File: src/rtl/lcdtc_pkg.sv
package lcdtc_pkg;

  typedef enum logic {
    PH_SHIFT = 1'b0,
    PH_LATCH = 1'b1
  } line_phase_t;

  function automatic int unsigned bits_for(input int unsigned n);
    return (n < 2) ? 1 : $clog2(n);
  endfunction

endpackage

File: src/rtl/lcdtc_timing.sv
module lcdtc_timing
  import lcdtc_pkg::*;
#(
  parameter int unsigned NIB    = 160,
  parameter int unsigned ROWS   = 240,
  parameter int unsigned DIV    = 4,
  parameter int unsigned LBLANK = 8,
  localparam int unsigned CW = bits_for(NIB),
  localparam int unsigned RW = bits_for(ROWS),
  localparam int unsigned SW = bits_for((DIV > LBLANK) ? DIV : LBLANK)
) (
  input  logic          clk,
  input  logic          rst_n,
  output logic          cp2_o,
  output logic          cp1_o,
  output logic          s_o,
  output logic          m_o,
  output logic          fetch_req_o,
  output logic [RW-1:0] fetch_row_o,
  output logic [CW-1:0] fetch_col_o
);

  localparam logic [SW-1:0] SUB_SLOT_END  = SW'(DIV - 1);
  localparam logic [SW-1:0] SUB_SLOT_PRE  = SW'(DIV - 2);
  localparam logic [SW-1:0] SUB_LAT_END   = SW'(LBLANK - 1);
  localparam logic [SW-1:0] SUB_LAT_PRE   = SW'(LBLANK - 2);
  localparam logic [SW-1:0] SUB_CP2_HIGH  = SW'(DIV / 2);
  localparam logic [CW-1:0] COL_LAST      = CW'(NIB - 1);
  localparam logic [RW-1:0] ROW_LAST      = RW'(ROWS - 1);

  line_phase_t   phase;
  logic [SW-1:0] sub;
  logic [CW-1:0] col;
  logic [RW-1:0] row;
  logic          priming;
  logic          pol;

  always_ff @(posedge clk or negedge rst_n) begin
    if (!rst_n) begin
      phase   <= PH_LATCH;
      sub     <= '0;
      col     <= '0;
      row     <= ROW_LAST;
      priming <= 1'b1;
      pol     <= 1'b0;
    end else begin
      unique case (phase)
        PH_SHIFT: begin
          if (sub == SUB_SLOT_END) begin
            sub <= '0;
            if (col == COL_LAST) begin
              col   <= '0;
              phase <= PH_LATCH;
            end else begin
              col <= col + 1'b1;
            end
          end else begin
            sub <= sub + 1'b1;
          end
        end
        PH_LATCH: begin
          if (sub == SUB_LAT_END) begin
            sub     <= '0;
            phase   <= PH_SHIFT;
            priming <= 1'b0;
            if (row == ROW_LAST) begin
              row <= '0;
              if (!priming) pol <= ~pol;
            end else begin
              row <= row + 1'b1;
            end
          end else begin
            sub <= sub + 1'b1;
          end
        end
        default: phase <= PH_LATCH;
      endcase
    end
  end

  always_comb begin
    cp2_o = (phase == PH_SHIFT) && (sub < SUB_CP2_HIGH);
    cp1_o = (phase == PH_LATCH) && !priming;
    s_o   = cp1_o && (row == '0);
    m_o   = pol;
    if (phase == PH_LATCH) begin
      fetch_req_o = (sub == SUB_LAT_PRE);
      fetch_row_o = (row == ROW_LAST) ? '0 : row + 1'b1;
      fetch_col_o = '0;
    end else begin
      fetch_req_o = (sub == SUB_SLOT_PRE) && (col != COL_LAST);
      fetch_row_o = row;
      fetch_col_o = col + 1'b1;
    end
  end

  assert_cp2_quiet_in_latch_R4: assert property (@(posedge clk) disable iff (!rst_n)
    cp1_o |-> !cp2_o);

  assert_shift_resumes_after_latch_R4: assert property (@(posedge clk) disable iff (!rst_n)
    $fell(cp1_o) |-> cp2_o);

  assert_start_within_latch_R6: assert property (@(posedge clk) disable iff (!rst_n)
    s_o |-> cp1_o);

  assert_polarity_edge_after_latch_R7: assert property (@(posedge clk) disable iff (!rst_n)
    !$stable(m_o) |-> ($past(cp1_o) && !cp1_o));

endmodule

File: src/rtl/lcdtc_fetch.sv
module lcdtc_fetch #(
  parameter int unsigned NIB   = 160,
  parameter int unsigned ROWS  = 240,
  parameter int unsigned BUS_W = 4,
  parameter int unsigned CW    = 8,
  parameter int unsigned RW    = 8,
  parameter int unsigned AW    = 17
) (
  input  logic             clk,
  input  logic             rst_n,
  input  logic             req_i,
  input  logic [RW-1:0]    row_i,
  input  logic [CW-1:0]    col_i,
  input  logic             cp2_i,
  output logic             fb_rd_o,
  output logic [AW-1:0]    fb_addr_up_o,
  output logic [AW-1:0]    fb_addr_lo_o,
  input  logic [BUS_W-1:0] fb_data_up_i,
  input  logic [BUS_W-1:0] fb_data_lo_i,
  output logic [BUS_W-1:0] du_o,
  output logic [BUS_W-1:0] dl_o
);

  localparam logic [AW-1:0] HALF_WORDS = AW'(ROWS * NIB);
  localparam logic [AW-1:0] ROW_WORDS  = AW'(NIB);

  logic             req_q;
  logic [BUS_W-1:0] du_q;
  logic [BUS_W-1:0] dl_q;

  always_comb begin
    fb_rd_o      = req_i;
    fb_addr_up_o = AW'(row_i) * ROW_WORDS + AW'(col_i);
    fb_addr_lo_o = fb_addr_up_o + HALF_WORDS;
  end

  always_ff @(posedge clk or negedge rst_n) begin
    if (!rst_n) begin
      req_q <= 1'b0;
      du_q  <= '0;
      dl_q  <= '0;
    end else begin
      req_q <= req_i;
      if (req_q) begin
        du_q <= fb_data_up_i;
        dl_q <= fb_data_lo_i;
      end
    end
  end

  assign du_o = du_q;
  assign dl_o = dl_q;

  assert_data_steady_at_sample_R2: assert property (@(posedge clk) disable iff (!rst_n)
    $fell(cp2_i) |-> ($stable(du_o) && $stable(dl_o)));

  assert_addr_in_range_R8: assert property (@(posedge clk) disable iff (!rst_n)
    fb_rd_o |-> (fb_addr_lo_o < (HALF_WORDS + HALF_WORDS)));

endmodule

File: src/rtl/lcd_dualscan_ctrl.sv
module lcd_dualscan_ctrl
  import lcdtc_pkg::*;
#(
  parameter int unsigned DOTS      = 640,
  parameter int unsigned BUS_W     = 4,
  parameter int unsigned ROWS      = 240,
  parameter int unsigned CP2_DIV   = 4,
  parameter int unsigned LATCH_CYC = 8,
  parameter int unsigned CLK_KHZ   = 12500,
  localparam int unsigned NIB = DOTS / BUS_W,
  localparam int unsigned AW  = bits_for(2 * ROWS * NIB)
) (
  input  logic             clk,
  input  logic             rst_n,
  output logic             fb_rd,
  output logic [AW-1:0]    fb_addr_up,
  output logic [AW-1:0]    fb_addr_lo,
  input  logic [BUS_W-1:0] fb_data_up,
  input  logic [BUS_W-1:0] fb_data_lo,
  output logic             lcd_cp2,
  output logic             lcd_cp1,
  output logic             lcd_s,
  output logic             lcd_m,
  output logic [BUS_W-1:0] lcd_du,
  output logic [BUS_W-1:0] lcd_dl
);

  localparam int unsigned CW        = bits_for(NIB);
  localparam int unsigned RW        = bits_for(ROWS);
  localparam longint unsigned LINE_CYC  = NIB * CP2_DIV + LATCH_CYC;
  localparam longint unsigned FRAME_CYC = ROWS * LINE_CYC;
  localparam longint unsigned FRAME_US  = (FRAME_CYC * 1000) / CLK_KHZ;

  // refuse parameter sets that would refresh faster than 125 Hz
  generate
    if (CP2_DIV < 2) begin : g_bad_div
      $error("dot slot must span at least two clock cycles");
    end
    if (LATCH_CYC < 2) begin : g_bad_latch
      $error("latch window must span at least two clock cycles");
    end
    if (NIB < 2 || ROWS < 2 || (DOTS % BUS_W) != 0) begin : g_bad_geom
      $error("row width must be a multiple of the bus and geometry at least 2x2");
    end
    if (FRAME_US < 8000) begin : g_bad_rate
      $error("frame period below 8 ms");
    end
  endgenerate

  logic          fetch_req;
  logic [RW-1:0] fetch_row;
  logic [CW-1:0] fetch_col;

  lcdtc_timing #(
    .NIB    (NIB),
    .ROWS   (ROWS),
    .DIV    (CP2_DIV),
    .LBLANK (LATCH_CYC)
  ) u_timing (
    .clk         (clk),
    .rst_n       (rst_n),
    .cp2_o       (lcd_cp2),
    .cp1_o       (lcd_cp1),
    .s_o         (lcd_s),
    .m_o         (lcd_m),
    .fetch_req_o (fetch_req),
    .fetch_row_o (fetch_row),
    .fetch_col_o (fetch_col)
  );

  lcdtc_fetch #(
    .NIB   (NIB),
    .ROWS  (ROWS),
    .BUS_W (BUS_W),
    .CW    (CW),
    .RW    (RW),
    .AW    (AW)
  ) u_fetch (
    .clk          (clk),
    .rst_n        (rst_n),
    .req_i        (fetch_req),
    .row_i        (fetch_row),
    .col_i        (fetch_col),
    .cp2_i        (lcd_cp2),
    .fb_rd_o      (fb_rd),
    .fb_addr_up_o (fb_addr_up),
    .fb_addr_lo_o (fb_addr_lo),
    .fb_data_up_i (fb_data_up),
    .fb_data_lo_i (fb_data_lo),
    .du_o         (lcd_du),
    .dl_o         (lcd_dl)
  );

endmodule

File: config.mk
export PLATFORM = sky130hd
export DESIGN_NAME = lcd_dualscan_ctrl
export DESIGN_NICKNAME = d
export VERILOG_FILES = /design/src/rtl/lcdtc_pkg.sv /design/src/rtl/lcdtc_timing.sv /design/src/rtl/lcdtc_fetch.sv /design/src/rtl/lcd_dualscan_ctrl.sv
export SDC_FILE = /design/constraint.sdc
export NUM_CORES = 1
export LEC_CHECK = 0
export ABC_AREA = 1
export BUFFER_PORTS_ARGS = -buffer_cell sky130_fd_sc_hd__buf_4
export CAP_MARGIN = 25
export CORE_AREA = 5 5 61 90
export CTS_CLUSTER_DIAMETER = 30
export DETAILED_ROUTE_END_ITERATION = 16
export DIE_AREA = 0 0 66 95
export PLACE_DENSITY_LB_ADDON = 0.05
export SYNTH_ARGS = -nofsm -noshare
export SYNTH_HDL_FRONTEND = slang
export SYNTH_SLANG_ARGS = --single-unit
File: constraint.sdc
create_clock -name clk -period 6.65 [get_ports clk]
set_clock_uncertainty 0.15 [all_clocks]
set_input_delay 0.665 -clock clk [delete_from_list [all_inputs] [get_ports clk]]
set_output_delay 0.665 -clock clk [all_outputs]
set_load 0.02 [all_outputs]
# After elaboration in Yosys (flattened, before gate mapping)
# Index checks and enable logic that the tools add are counted.
# totals
reg_bits	31
inputBits	10
output_inout_bits	47
elab_cells	47
# classes
add_sub_neg	5
mul	1
order_cmp	1
n_eq_ne	7
muxes	12
bitwise	3
n_reduce_logical	9
# ops
op	n
$mux 8	4
$add 16x8->17	1
$add 17x16->17 const B	1
$add 8x1->8 const B	2
$eq 8x8->1 const B	2
$mul 8x3->11 const B	1
$logic_not 8->1	1
$ne 8x8->1 const B	1
$eq 3x2->1 const B	2
$eq 3x3->1 const B	2
$mux 3	2
$pmux 3 s2	1
$logic_and 1x1->1	4
$mux 1	4
$reduce_and 2->1	2
$reduce_and 4->1	1
$add 3x1->3 const B	1
$lt 3x2->1 const B	1
$not 1->1	3
$pmux 1 s2	1
$logic_not 1->1	1

# Longest topological paths before layout
# Gate-level depths: netlist of run 1.
# depth
depth_word	6
mapped_depth	25
ltp_nobuf	25

# Cells and area by module
# A second synthesis of run 1 with hierarchy kept.
# hier_totals
hier_cells	374
area_unflattened_um2	2773.9
# modules_own_cells
mod	n_inst	cells_per_inst	area_per_inst_um2	seq_area_each_um2
lcdtc_timing	1	199	1450.1	561.8
lcdtc_fetch	1	175	1323.8	225.2

# Worst setup path before layout of run 1
# No wires, ideal clock.
# synth_path
kind	flip-flop to output port
start	register u_timing.row[1]
end	output fb_addr_lo[13]
t_arrival_ns	3.746
t_required_ns	5.835
path_slack_ns	2.089
stages_incl_launch_ff	20
path_buffers	0
cell_sequence	dfstp_2 -> ha_1 -> nand2_1 -> nor2_2 -> nand3_2 -> inv_1 -> a21oi_1 -> o21ai_0 -> o21ai_0 -> ha_1 -> ha_1 -> inv_1 -> fa_1 -> inv_1 -> xor2_1 -> ha_1 -> nor2_1 -> nor2_1 -> nor2_1 -> nor2_1
# synth_via
elab_chain_len	6
word_cells_on_any_way	7
classes_between	add/sub: 3; mul: 1; eq/ne: 1; mux: 2
# synth_rtl
element	line_no	text
from (decl)	lcdtc_timing.sv:34	logic [RW-1:0] row;
from (signal assigned)	lcdtc_timing.sv:70	row <= row + 1'b1;
$add 8x1->8 or $eq 8x8->1 (tied branches)	lcdtc_timing.sv:88	fetch_row_o = (row == ROW_LAST) ? '0 : row + 1'b1;
$mux 8	lcdtc_timing.sv:88	
$mux 8 *	lcdtc_timing.sv:86	if (phase == PH_LATCH) begin
$mul 8x3->11 *	lcdtc_fetch.sv:33	fb_addr_up_o = AW'(row_i) * ROW_WORDS + AW'(col_i);
$add 16x8->17 *	lcdtc_fetch.sv:33	
$add 17x16->17 *	lcdtc_fetch.sv:34	fb_addr_lo_o = fb_addr_up_o + HALF_WORDS;
to (decl)	lcd_dualscan_ctrl.sv:17	output logic [AW-1:0] fb_addr_lo,
# Every way passes the cells marked *; elsewhere a longest branch is shown, timed or not.

# Final worst setup path of run 1
# layout_path
start	register u_timing.row[1]
end	output fb_addr_lo[15]
# The elaborated chain is that of the path after synthesis.

==> summary.txt, run 1 <==
Place
  • Inst Count DP: roughly 460
  • Post-Place Setup Slack: between 1.5 and 2 ns
  • Cell Area, Placed: roughly 0.0030 mm²
  • GPL Wtd Cong: approximately 0.85
  • Port bufs: 55
  • Hpwl dp: 4.47 mm

Finish
  • Layout cell share with drive strength beyond 1: 0.263
  • Area Growth Syn to Fin: 20.0%
  • Final Net Count: 434
  • Core Util, Final: 0.663
  • Non-Filler Instances: 465
  • N_diodes: 0
  • Number of fill cells: approximately 450
  • Cell area after layout: 0.00311 mm²

STA
  • Final setup vio count: 0
  • Setup slack after layout: 1.58 ns
  • Final Critical Period: 5.07 ns
  • Tightest Pin Transition: between 0.4 and 0.5 ns
  • Period utilisation layout: 0.763
  • RSZ-0062 raised after global routing: false
  • Setup tns final: 0 ns
  • Worst rel slew slack: 0.667
  • Final count of hold timing violations: 0
  • Worst hold slack: around 0.15 ns
  • Fin. max-slew vios: 0
  • Fmax: 0.197 GHz

Power and ir drop
  • Leak: about 1.6 nW
  • Seq pwr share: 0.481
  • Switch Pwr: ~80 µW
  • Switching Fraction: 0.200
  • Gate power share: 0.043
  • Total power: ~400 µW
  • Cell-internal power: 321 µW
  • Clock Power Share: 0.477
  • Cell area power density: between 100 and 150 mW/mm²
  • Max VDD drop: 0.163 mV

Clock tree
  • CTS tree: done
  • CTS clk-pin slew, worst paths: ~0.07 ns
  • Post-CTS setup buffer count: 0
  • Clock Latency Late Sink: roughly 0.28 ns
  • Post-CTS resize count: 0
  • Cts hold-fix bufs: 0
  • Number of H-tree levels: 2
  • Clk buf depth: 2
  • TritonCTS Buffers: 5
  • TritonCTS Sinks: 31
  • Root buf cell: clkbuf_8

Worst setup path
  • Worst Setup SP: u_timing.row[1]
  • CP max stage delay: roughly 0.58 ns
  • Crit path top cell by count: nand2_1
  • RR Endpoint: u_timing.col[0]
  • Required time worst endpoint: 5.83 ns
  • Reg2Reg Depth: 5
  • CP max FO: 7
  • WP buf/inv: 5
  • Data arrival, critical path: 4.26 ns
  • Launching point of the worst reg2reg path: u_timing.phase
  • Setup CP Type: reg -> out
  • Flop2flop setup slack: about 4.6 ns
  • Startpoint types: flip-flop
  • CP max-delay cell: dfstp_2
  • Crit path depth: 26
  • Top delay family on crit path: adder cells
  • Critical path endpoint category: output port
  • Worst setup endpoint: fb_addr_lo[15]

Run
  • Max_cap viols: 0

Synthesis
  • Mean post-synth cell area: 7.39 µm²
  • Synth cell types: 32
  • Cell area after synthesis: 0.00259 mm²
  • Warnings, synthesis: 0
  • Synth Net Count: approximately 390
  • Flop and latch count out of synthesis: 31
  • Post-Syn Instances: roughly 350
  • Post-synth EDFFs: 0
  • Register area share after synthesis: 0.303
  • Post-synth top flop: dfrtp_1
  • Async SR Flop Fraction: 1.00

GRT
  • Largest net degree at the start of global routing: 32
  • Met3 Resource Use GR: 0.0321
  • First-pass GRT wire length: between 9 and 10 mm
  • Total GRT Usage: 0.191
  • Vias in the first global route: approximately 2400
  • Number of antenna violations at the first check in global routing: 0
  • Grt met2 use: 0.373
  • Total congestion overflow: 0
  • Met1 Use GR: 0.180
  • Most Used Layer, Global Route: met2

Detailed routing
  • Initial drt markers: between 40 and 50
  • Vias per std cell: 5.03
  • Post-Route WL: between 5 and 6 mm
  • DR pass1 iterations: 4
  • Antenna Nets Post-Route: 0
  • DR WL/cell: ~12 µm
  • Vias after detailed routing: between 2000 and 2500
  • Drc violations: 0

Floorplanning
  • Core Rows: 31
  • Total die area: around 0.0063 mm²
  • I/O pins: 57
  • Core area: about 0.0047 mm²
  • Height of the die: 95 µm
  • Initial Util: 0.553
  • Horiz. Die Dim: around 66 µm

Run status
  • Status: finished clean

Min path
  • Hold WC Path Type: in -> async
## how the worst min path moves through the flow
stage | start | to | slack, ns | cells after the start
after floorplan | rst_n | u_fetch.dl_o[0] | 0.22 | 0
after global placement | u_timing.priming | u_timing.priming | 0.31 | 2
after detailed placement | u_timing.priming | u_timing.priming | 0.31 | 2
after CTS | rst_n | u_timing.row[4] | 0.16 | 1
after global routing | rst_n | u_timing.row[4] | 0.17 | 1
final | rst_n | u_timing.row[4] | 0.15 | 1
## logic make-up (layout without fill, tap and decap cells)
logic type / Yosys count / in the layout / share of synthesized area
simple gates: 164 / 164 / 0.282
buf+inv: 66 / 114 / 0.110
compound gates: 40 / 40 / 0.0864
flops: 31 / 31 / 0.303
fa+ha+maj: 26 / 26 / 0.131
xor+xnor: 15 / 15 / 0.0506
mux: 8 / 8 / 0.0347
other cells: 1 / 1 / 0.00145
## Yosys cell counts (6+ instances only)
| cell | number | share of area |
|---|---|---|
| nand2_1 | 83 | 0.12 |
| inv_1 | 48 | 0.069 |
| nor2_1 | 32 | 0.046 |
| o21ai_0 | 25 | 0.048 |
| ha_1 | 24 | 0.12 |
| dfrtp_1 | 22 | 0.21 |
| nand3_1 | 20 | 0.039 |
| xor2_1 | 11 | 0.037 |
| buf_4 | 10 | 0.029 |
| dfstp_2 | 9 | 0.091 |
| mux2_2 | 8 | 0.035 |
| nand2_2 | 7 | 0.017 |
| a21oi_1 | 6 | 0.012 |
## placed cells by master, fill, tap and decap left out, drive strengths merged
cell,count
nand2,90
buf,55
inv,51
nor2,37
o21ai,27
ha,24
nand3,24
dfrtp,22
xor2,11
dfstp,9
mux2,8
a21oi,8
clkbuf,6
nor3,5
xnor2,4
nand4,4
o22ai,3
nand3b,2
fa,2
o211ai,1
or2,1
a22oi,1
nor4,1
conb,1
clkinv,1
bufinv,1
## metal layers
metal,vias up,share of wire
met5,-,0
met4,0,0.030
met3,15,0.035
met2,50,0.57
met1,1073,0.37
li1,1202,-
## power groups by stage
stage | sequential, mW | clock [mW] | combinational, mW
final | 0.193 | 0.191 | 0.0171
after CTS | 0.193 | 0.198 | 0.0177
after floorplan | 0.199 | 0 | 0.00306
after global routing | 0.193 | 0.206 | 0.0188
after global placement | 0.196 | 0 | 0.0175
after detailed placement | 0.196 | 0 | 0.0176
## layout make-up
cell class              instances  area, µm²  area share
clock buffers                   6       82.6      0.0265
multi-input cells             254       1520       0.489
flip-flops and latches         31        787       0.253
inverters                      51        191      0.0615
repair buffers                 55        413       0.133
clock inverters                 2       35.0      0.0113
well taps                      66       82.6      0.0265
## registers in the layout, indices dropped and copies added (netlist names)
signal,count
u_timing.col,8
u_timing.priming,1
u_timing.sub,3
u_timing.phase,1
u_fetch.req_q,1
u_timing.m_o,1
u_fetch.du_o,4
u_fetch.dl_o,4
u_timing.row,8
No activity file was read; power rests on OpenSTA's default activity.
==> run 2: changes to the inputs <==
Settings changed: CORE_AREA 5 5 61 90 to 5 5 65 97, DIE_AREA 0 0 66 95 to 0 0 70 102.
Clock period 6.65 ns to 4.39 ns, I/O delays scaled along.
==> summary.txt, run 2 (synthesis gave the netlist of run 1 again) <==
Run status
  • Status: finished clean

Floorplanning
  • Total die area: 0.00714 mm² (+14%)
  • Core Rows: 33 (+6.5%)
  • Initial Util: 0.483 (-0.0694)
  • Height of the die: 102 µm (+7.4%)
  • Horiz. Die Dim: 70 µm (+6.1%)
  • I/O pins: 57 (unchanged)
  • Core area: 0.00537 mm² (+14%)

Worst setup path
  • Reg2Reg Depth: 6 (+1)
  • Startpoint types: flip-flop
  • Flop2flop setup slack: 2.51 ns (-2.11 ns)
  • CP max FO: 4 (-3)
  • Data arrival, critical path: 3.77 ns (-0.49 ns)
  • Setup CP Type: reg -> out
  • Critical path endpoint category: output port
  • Required time worst endpoint: 3.80 ns (-2.03 ns)
  • Launching point of the worst reg2reg path: u_timing.sub[0]
  • RR Endpoint: u_timing.m_o

Finish
  • Area Growth Syn to Fin: 31.0%
  • Largest regs: u_timing.col (8), u_timing.row (8)
  • N_diodes: 0 (unchanged)
  • Commonest cells after routing, fill and taps aside: 74 x nand2_1, 68 x buf_4, 43 x inv_1, 23 x nor2_1, 22 x dfrtp_1
  • Final Net Count: 450 (+3.7%)
  • Number of fill cells: 521 (+17%)
  • Most common cell after layout, fill and taps aside: nand2_1
  • Layout cell share with drive strength beyond 1: 0.371 (+0.108)
  • Non-Filler Instances: 485 (+4.3%)

GRT
  • Total congestion overflow: 0 (unchanged)
  • First-pass GRT wire length: 10.3 mm (+9.3%)
  • Number of antenna violations at the first check in global routing: 0 (unchanged)
  • Largest net degree at the start of global routing: 32 (unchanged)
  • Total GRT Usage: 0.176 (-0.0149)
  • Vias in the first global route: 2517 (+5.9%)

Power and ir drop
  • Seq pwr share: 0.554 (+0.073)
  • Max VDD drop: 0.207 mV (+27%)
  • Switch Pwr: 113 µW (+41%)
  • Clock Power Share: 0.394 (-0.083)
  • Cell area power density: 155 mW/mm² (+20%)
  • Cell-internal power: 414 µW (+29%)
  • Gate power share: 0.051 (+0.008)
  • Leak: 1.72 nW (+5.8%)
  • Switching Fraction: 0.215 (+0.0148)

Min path
  • Worst hold start: fb_data_lo[3]
  • Hold WC Path Type: in -> reg
  • Hold Crit Depth: 2
  • WHS Endpoint: u_fetch.dl_o[3]

Clock tree
  • TritonCTS Buffers: 5 (unchanged)
  • Root buf cell: clkbuf_8
  • Clk buf depth: 2 (unchanged)
  • CTS clk-pin slew, worst paths: 0.06 ns (about the same)
  • Clock Latency Late Sink: 0.28 ns (about the same)
  • Number of H-tree levels: 2 (unchanged)
  • CTS tree: done
  • TritonCTS Sinks: 31 (unchanged)

STA
  • Fin. max-slew vios: 0 (unchanged)
  • Fmax: approximately 0.23 GHz
  • Period utilisation layout: 0.992
  • Setup tns final: 0 ns (unchanged)
  • RSZ-0062 raised after global routing: true
  • Final Critical Period: 4.35 ns
  • Worst hold slack: 0.242 ns (+0.0929 ns)
  • Final setup vio count: 0 (unchanged)
  • Final count of hold timing violations: 0 (unchanged)

Detailed routing
  • Vias after detailed routing: 2410 (+3.0%)
  • Drc violations: 0 (unchanged)
  • Post-Route WL: 5.93 mm (+9.6%)
  • DR WL/cell: 12.2 µm (+5.1%)
  • Vias per std cell: 4.97 (-1.3%)
  • DR pass1 iterations: 4 (unchanged)
  • Initial drt markers: 49 (+6.5%)
  • Antenna Nets Post-Route: 0 (unchanged)

Place
  • Inst Count DP: 466 (+2.0%)
  • Hpwl dp: 4.72 mm (+5.7%)
  • GPL Wtd Cong: 0.923 (+8.0%)
  • Port bufs: 55 (unchanged)

Run
  • Max_cap viols: 0 (unchanged)
[run 2: worst max-delay path by stage]
stage / from / to / slack [ns] / cells after the start
CTS: u_timing.row[0] / fb_addr_lo[14] / -0.06 / 23
detailed placement: u_timing.row[1] / fb_addr_lo[15] / -0.03 / 26
global route: u_timing.row[0] / fb_addr_lo[14] / -0.17 / 23
global placement: u_timing.row[1] / fb_addr_lo[15] / 0.12 / 26
finish: u_timing.row[0] / fb_addr_lo[16] / 0.04 / 21
floorplan: u_timing.row[1] / fb_addr_lo[13] / 0.06 / 19
[run 2: cell type report]
type                       count  area [µm²]  area share
multi-input combinational    254        1710       0.502
sequential                    31         787       0.232
timing repair buffer          71         543       0.160
inverter                      51         191      0.0564
tap                           70        87.6      0.0258
clock buffer                   7        76.3      0.0225
clock inverter                 1        5.00     0.00147
[run 2: power groups by stage]
stage / sequential [mW] / combinational (mW) / clock (mW)
floorplan: 0.301 / 0.00464 / 0
global placement: 0.296 / 0.0266 / 0
detailed placement: 0.297 / 0.0271 / 0
CTS: 0.292 / 0.0278 / 0.218
global route: 0.292 / 0.0299 / 0.230
finish: 0.292 / 0.0271 / 0.208
[run 2: routing by layer]
layer  share of wire  vias up  GRT usage
li1                -     1238          -
met5               0        -          0
met1            0.36     1111      0.171
met4           0.027        0     0.0870
met2            0.58       47      0.354
met3           0.029       14     0.0276
[run 2: stage by stage]
step	setup slack, ns	cell area, µm²	total power [mW]	utilization
finish	0.0351	3400	0.527	0.633
global route	-0.167	3400	0.552	0.633
CTS	-0.0601	3260	0.538	0.607
detailed placement	-0.0339	3040	0.324	0.566
global placement	0.117	3040	0.323	0.566
floorplan	0.0552	2590	0.306	-
[run 2: critical path: stages, from the launching register on]
cell and delay, ns:
dfstp_2 0.58, inv_1 0.12, ha_1 0.31, nand2_1 0.07
o21ai_1 0.22, ha_1 0.28, ha_2 0.18, inv_2 0.05
fa_2 0.45, nor2_4 0.15, nand3_4 0.10, inv_2 0.08
nand2_4 0.06, nor2_4 0.13, nand2_2 0.07, nor2_2 0.12
nand3_2 0.10, nand2_2 0.10, inv_2 0.04, nand2_1 0.05
nand2_1 0.06, buf_6 0.13
[run 2: timing repair]
action                                 4_1_cts  5_1_grt
hold buffers                                 1        0
buffers inserted                             9        1
pin swaps                                   18       23
setup endpoints to repair                    9        9
resized for setup                           23       36
endpoints found under the hold margin       22        0
